--- config.mk ---
export PLATFORM = sky130hd
export DESIGN_NAME = wb_store_issue
export DESIGN_NICKNAME = d
export VERILOG_FILES = /design/src/rtl/sis_pkg.sv /design/src/rtl/sis_ack_tracker.sv /design/src/rtl/sis_chain_judge.sv /design/src/rtl/wb_store_issue.sv
export SDC_FILE = /design/constraint.sdc
export NUM_CORES = 1
export LEC_CHECK = 0
export BUFFER_PORTS_ARGS = -buffer_cell sky130_fd_sc_hd__buf_4
export CORE_UTILIZATION = 47
export CTS_BUF_LIST = sky130_fd_sc_hd__clkbuf_16
export DETAILED_ROUTE_END_ITERATION = 16
export PLACE_DENSITY = 0.84
export SETUP_SLACK_MARGIN = 0.2
export SLEW_MARGIN = 10
export SYNTH_ARGS = -nofsm -noshare
export SYNTH_HDL_FRONTEND = slang
export SYNTH_SLANG_ARGS = --single-unit
--- constraint.sdc ---
create_clock -name clk -period 3.7 [get_ports clk]
set_clock_uncertainty 0.2 [all_clocks]
set_input_delay 0.185 -clock clk [delete_from_list [all_inputs] [get_ports clk]]
set_output_delay 0.185 -clock clk [all_outputs]
set_load 0.01 [all_outputs]
--- src/rtl/sis_pkg.sv ---
`timescale 1ns/1ps
package sis_pkg;
  // Effective first/last doubleword flag: single-beat requests count as both.
  function automatic logic dw_flag(input logic is_qw, input logic flag);
    return !is_qw || flag;
  endfunction
endpackage

--- src/rtl/sis_ack_tracker.sv ---
`timescale 1ns/1ps
module sis_ack_tracker #(
  parameter int MAX_OUT = 7,
  localparam int CNT_W = $clog2(MAX_OUT + 1)
) (
  input  logic             clk,
  input  logic             rst_n,
  input  logic             accept,
  input  logic             ack,
  output logic [CNT_W-1:0] cnt_q,
  output logic             room
);
  logic [CNT_W-1:0] cnt_nxt;

  always_comb begin
    cnt_nxt = cnt_q;
    if (accept && !ack)      cnt_nxt = cnt_q + 1'b1;
    else if (!accept && ack) cnt_nxt = cnt_q - 1'b1;
  end

  // Another beat may be queued only if the post-edge count leaves space.
  assign room = (int'(cnt_nxt) < MAX_OUT);

  always_ff @(posedge clk) begin
    if (!rst_n) cnt_q <= '0;
    else        cnt_q <= cnt_nxt;
  end
endmodule

--- src/rtl/sis_chain_judge.sv ---
`timescale 1ns/1ps
module sis_chain_judge #(
  parameter int AW = 32,
  parameter int PAGE_BITS = 12,
  localparam int PW = AW - PAGE_BITS
) (
  input  logic [AW-1:0] in_addr,
  input  logic          in_qw,
  input  logic          in_first,
  input  logic          in_cond,
  input  logic          in_zero,
  input  logic [PW-1:0] page_q,
  input  logic          amore_q,
  output logic          eligible
);
  import sis_pkg::*;
  logic same_page, cond_ok;

  assign same_page = (in_addr[AW-1:PAGE_BITS] == page_q);
  // A conditional store joins only as the trailing half of a pair in flight.
  assign cond_ok   = !in_cond || (amore_q && !dw_flag(in_qw, in_first));
  assign eligible  = same_page && !in_zero && cond_ok;
endmodule

--- src/rtl/wb_store_issue.sv ---
`timescale 1ns/1ps
module wb_store_issue #(
  parameter int AW = 32,
  parameter int DW = 64,
  parameter int PAGE_BITS = 12,
  parameter int MAX_OUT = 7,
  localparam int SW = DW / 8
) (
  input  logic          clk,
  input  logic          rst_n,
  input  logic          in_valid,
  output logic          in_ready,
  input  logic [AW-1:0] in_addr,
  input  logic [DW-1:0] in_data,
  input  logic [SW-1:0] in_sel,
  input  logic          in_qw,
  input  logic          in_first,
  input  logic          in_last,
  input  logic          in_cond,
  input  logic          in_zero,
  input  logic          in_hit,
  output logic          wb_cyc,
  output logic          wb_stb,
  output logic          wb_we,
  output logic [AW-1:0] wb_adr,
  output logic [DW-1:0] wb_dat,
  output logic [SW-1:0] wb_sel,
  input  logic          wb_stall,
  input  logic          wb_ack,
  output logic          done,
  output logic          cache_we
);
  import sis_pkg::*;
  localparam int PW    = AW - PAGE_BITS;
  localparam int CNT_W = $clog2(MAX_OUT + 1);

  logic          cyc_q, stb_q, amore_q, hit_q, done_q, cwe_q;
  logic [AW-1:0] adr_q;
  logic [DW-1:0] dat_q;
  logic [SW-1:0] sel_q;
  logic [PW-1:0] page_q;
  logic [CNT_W-1:0] cnt_q;
  logic room, eligible, accept, slot_free, take, close_now;

  assign accept    = stb_q && !wb_stall;
  assign slot_free = !stb_q || !wb_stall;

  sis_ack_tracker #(.MAX_OUT(MAX_OUT)) u_ack (
    .clk(clk), .rst_n(rst_n), .accept(accept), .ack(wb_ack),
    .cnt_q(cnt_q), .room(room)
  );

  sis_chain_judge #(.AW(AW), .PAGE_BITS(PAGE_BITS)) u_judge (
    .in_addr(in_addr), .in_qw(in_qw), .in_first(in_first), .in_cond(in_cond),
    .in_zero(in_zero), .page_q(page_q), .amore_q(amore_q), .eligible(eligible)
  );

  assign in_ready  = !cyc_q || (eligible && slot_free && room);
  assign take      = in_valid && in_ready;
  assign close_now = cyc_q && !stb_q && !take && !amore_q &&
                     ((cnt_q == '0) || ((cnt_q == CNT_W'(1)) && wb_ack));

  always_ff @(posedge clk) begin
    if (!rst_n) begin
      cyc_q   <= 1'b0;
      stb_q   <= 1'b0;
      amore_q <= 1'b0;
      hit_q   <= 1'b0;
      done_q  <= 1'b0;
      cwe_q   <= 1'b0;
      adr_q   <= '0;
      dat_q   <= '0;
      sel_q   <= '0;
      page_q  <= '0;
    end else begin
      done_q <= take;
      cwe_q  <= accept && hit_q;
      if (take) begin
        cyc_q   <= 1'b1;
        stb_q   <= 1'b1;
        adr_q   <= in_addr;
        dat_q   <= in_data;
        sel_q   <= in_sel;
        hit_q   <= in_hit;
        page_q  <= in_addr[AW-1:PAGE_BITS];
        amore_q <= !dw_flag(in_qw, in_last);
      end else begin
        if (accept)    stb_q <= 1'b0;
        if (close_now) cyc_q <= 1'b0;
        if (cyc_q && in_valid && !eligible) amore_q <= 1'b0;
      end
    end
  end

  assign wb_cyc   = cyc_q;
  assign wb_stb   = stb_q;
  assign wb_we    = cyc_q;
  assign wb_adr   = adr_q;
  assign wb_dat   = dat_q;
  assign wb_sel   = sel_q;
  assign done     = done_q;
  assign cache_we = cwe_q;
endmodule

==> results.py <==
metrics = {
    "run_status": {
        "outcome": "finished clean",
    },
    "placement": {
        "hpwl_um": 8670,
        "placed_area_um2": 6560,
        "gp_congestion": 0.816,
        "port_buffers": 224,
    },
    "synth": {
        "yosys_most_used_dff": "dfxtp_1",
        "yosysMostFrequentCell": "nand2_1",
        "syn_inst": 536,
        "yosys_warnings": 0,
        "yosysTopAreaCell": "dfxtp_1",
        "synth_edf_count": 0,
        "synthDistinctLibCells": 37,
        "yosysSeqAreaShare_pct": 46.7,
        "synthTopCellsByCount": "nand2_1, dfxtp_1, mux2i_1",
        "syn_area_um2": 4850,
        "synthTopCellsByArea": "dfxtp_1, mux2i_1, nand2_1",
        "synth_seq_cells": 113,
        "avgSynthCellArea_um2": 9.04,
        "synth_nets": 655,
        "yosys.area.top_type_share_pct": 46.7,
        "ys_async_sr_fraction_pct": 0,
    },
    "cts": {
        "postCtsSetupBuffers": 0,
        "ctsResizeCount": 0,
        "clock-sinks": 113,
        "clk-insertion-delay-late_ns": 0.41,
        "clk_pin_slew_ns": 0.06,
        "cts-root-buf": "clkbuf_16",
        "numCtsBuffers": 17,
        "cts.htree.levels": 4,
        "cts_tree": "done",
        "cts.path.max_buffers": 2,
    },
    "grt": {
        "grt_pass1_wl_um": 26000,
        "grtUsageTotal_pct": 30.6,
        "grt_max_degree": 151,
        "grt_pass1_vias": 5435,
        "grt_antenna_before_repair": 0,
        "grt_overflow": 0,
    },
    "worst_setup_path": {
        "worst-path-max-fanout": 9,
        "path_cells": "inv_1 -> ha_1 -> nor3b_1 -> a311o_1 -> and3_1 -> o32ai_4 -> mux2_1 -> dlygate4sd3_1",
        "crit_type": "reg -> reg",
        "critPathLaunchType": "flop",
        "cp.arrival_ns": 3.42,
        "slowest_stage": "dlygate4sd3_1",
        "required_ns": 3.79,
        "cp-end-kind": "flop",
        "crit_path_max_incr_delay_ns": 0.55,
    },
    "power": {
        "swShare_pct": 24.9,
        "p_per_area_nw_per_um2": 456,
        "finalPower_uw": 3750,
        "cellInternalPower_uw": 2820,
        "switchingPower_uw": 935,
        "p_leak_uw": 0.00389,
        "comb_power_share_pct": 19.6,
        "p_seq_share_pct": 37.1,
        "clkPwrFrac_pct": 43.3,
        "ir_drop_mv": 0.251,
    },
    "die": {
        "fp.dieW_um": 104,
        "start_util_pct": 49.1,
        "rows": 36,
        "fp.dieH_um": 104,
        "io_pins": 225,
        "core-area_um2": 9860,
        "die_area_um2": 10700,
    },
    "drt": {
        "routed_wl_um": 16200,
        "routed_via_density": 5.08,
        "first_pass_iters": 5,
        "route.vias.total": 5068,
        "ant_nets": 0,
        "route.detailed.drc": 0,
        "drt-initial-drc-count": 220,
        "wl_per_cell_um": 16.2,
    },
    "sta": {
        "fin_tns_setup_ns": 0,
        "min_period_ns": 3.33,
        "hold_viol": 0,
        "tightestPinTransition_ns": 1.01,
        "finalSetupViolations": 0,
        "drv_slew": 0,
        "rsz0062_at_grt": "false",
        "hold_ws_ns": 0.0707,
        "fmax_mhz": 300,
        "finalCritPeriodShare_pct": 90.0,
        "slew_headroom_pct": 32.7,
    },
    "job": {
        "cap_violations": 0,
    },
    "cells_and_area": {
        "syn2layout_area_growth_pct": 69.7,
        "fin_area_um2": 8220,
        "fin_nets": 972,
        "drive_above_1_share_pct": 29.3,
    },
    "hold_path": {
        "min_path_type": "in -> reg",
    },
}
[cells by family after synthesis]
| kind of cell | Yosys count | share of synthesized area [%] |
|---|---|---|
| adders and majority gates | 5 | 1.24 |
| AOI/OAI and AO/OA | 14 | 2.40 |
| buffers and inverters | 43 | 4.70 |
| muxes | 106 | 21.9 |
| and+or+nand+nor | 232 | 18.9 |
| DFF | 113 | 46.7 |
| xor gates and xnor gates | 23 | 4.16 |
[per-stage QoR]
stage          instances  util (%)  setup slack (ns)
2_1_floorplan        536         -              1.10
3_3_place_gp         859      66.5             0.761
3_5_place_dp         859      66.5             0.620
4_1_cts              997      83.3             0.330
5_1_grt              997      83.3             0.255
6_report             998      83.4             0.372
[area by class of cell]
type,instances,area [µm²]
timing repair buffer,337,2830
multi-input combinational,380,2370
sequential,113,2260
fill,503,1640
clock buffer,17,425
tap,133,166
clock inverter,13,155
inverter,4,15.0
antenna,1,2.50
[flip-flops by register name, summed over array words and instances (netlist names)]
signal and cells:
cache_we 1, hit_q 1, wb_stb 1, wb_sel 8
wb_cyc 1, wb_adr 32, wb_dat 64, u_ack.cnt_q 3
done 1, amore_q 1
[power by group through the flow]
| stage | combinational [µW] | sequential, µW | clock, µW |
|---|---|---|---|
| 4_1_cts | 713 | 1380 | 1630 |
| 2_1_floorplan | 296 | 1440 | 0 |
| 6_report | 735 | 1390 | 1620 |
| 3_3_place_gp | 595 | 1400 | 0 |
| 5_1_grt | 787 | 1400 | 1700 |
| 3_5_place_dp | 617 | 1410 | 0 |
[what timing repair did]
action / CTS / global route
hold buffers: 108 / 0
setup endpoints to repair: 0 / 1
hold endpoints to repair: 107 / 0
[layer usage]
metal | track usage (%) | vias to the layer above | wire length, µm
li1 | - | 2385 | -
met1 | 29.8 | 2342 | 5870
met2 | 55.2 | 268 | 8260
met3 | 10.4 | 73 | 1250
met4 | 19.2 | 0 | 809
met5 | 0 | - | 0
[placed cells by master (no fill, tap or decap), types with 2 or more instances in the layout]
master	synthesis	final
buf_4	10	226
ha_1	4	4
nand2_1	214	214
o21a_1	2	2
mux2i_1	105	105
inv_1	4	8
a21oi_1	3	3
clkbuf_16	0	17
and2_1	3	3
nand4_1	4	4
buf_12	0	2
bufinv_16	0	4
clkinv_1	0	4
dfxtp_1	113	113
dlygate4sd3_1	0	108
nor2_1	2	2
xor2_1	6	6
xnor2_1	17	17
[worst paths after layout]
kind	startpoint	to	slack (ns)	cells after the start
min reg2reg	wb_dat[42]$_SDFFE_PN0P_	wb_dat[42]$_SDFFE_PN0P_	0.26	2
min	wb_ack	u_ack.cnt_q[1]$_SDFF_PN0_	0.07	3
max	u_ack.cnt_q[0]$_SDFF_PN0_	amore_q$_SDFFE_PN0P_	0.37	8
max reg2reg	u_ack.cnt_q[0]$_SDFF_PN0_	amore_q$_SDFFE_PN0P_	0.37	8
[worst max-delay path, delay by kind of cell, from the launching register on]
| family | cells | cell delay, ns |
|---|---|---|
| buffers and inverters | 2 | 0.67 |
| flip-flops | 1 | 0.46 |
| adder cells (fa/ha/maj) | 1 | 0.35 |
| multiplexers | 1 | 0.37 |
| AND/OR/NAND/NOR | 2 | 0.36 |
| AO/OA/AOI/OAI | 2 | 0.80 |
Note: power is estimated with default switching activity, not from simulation.
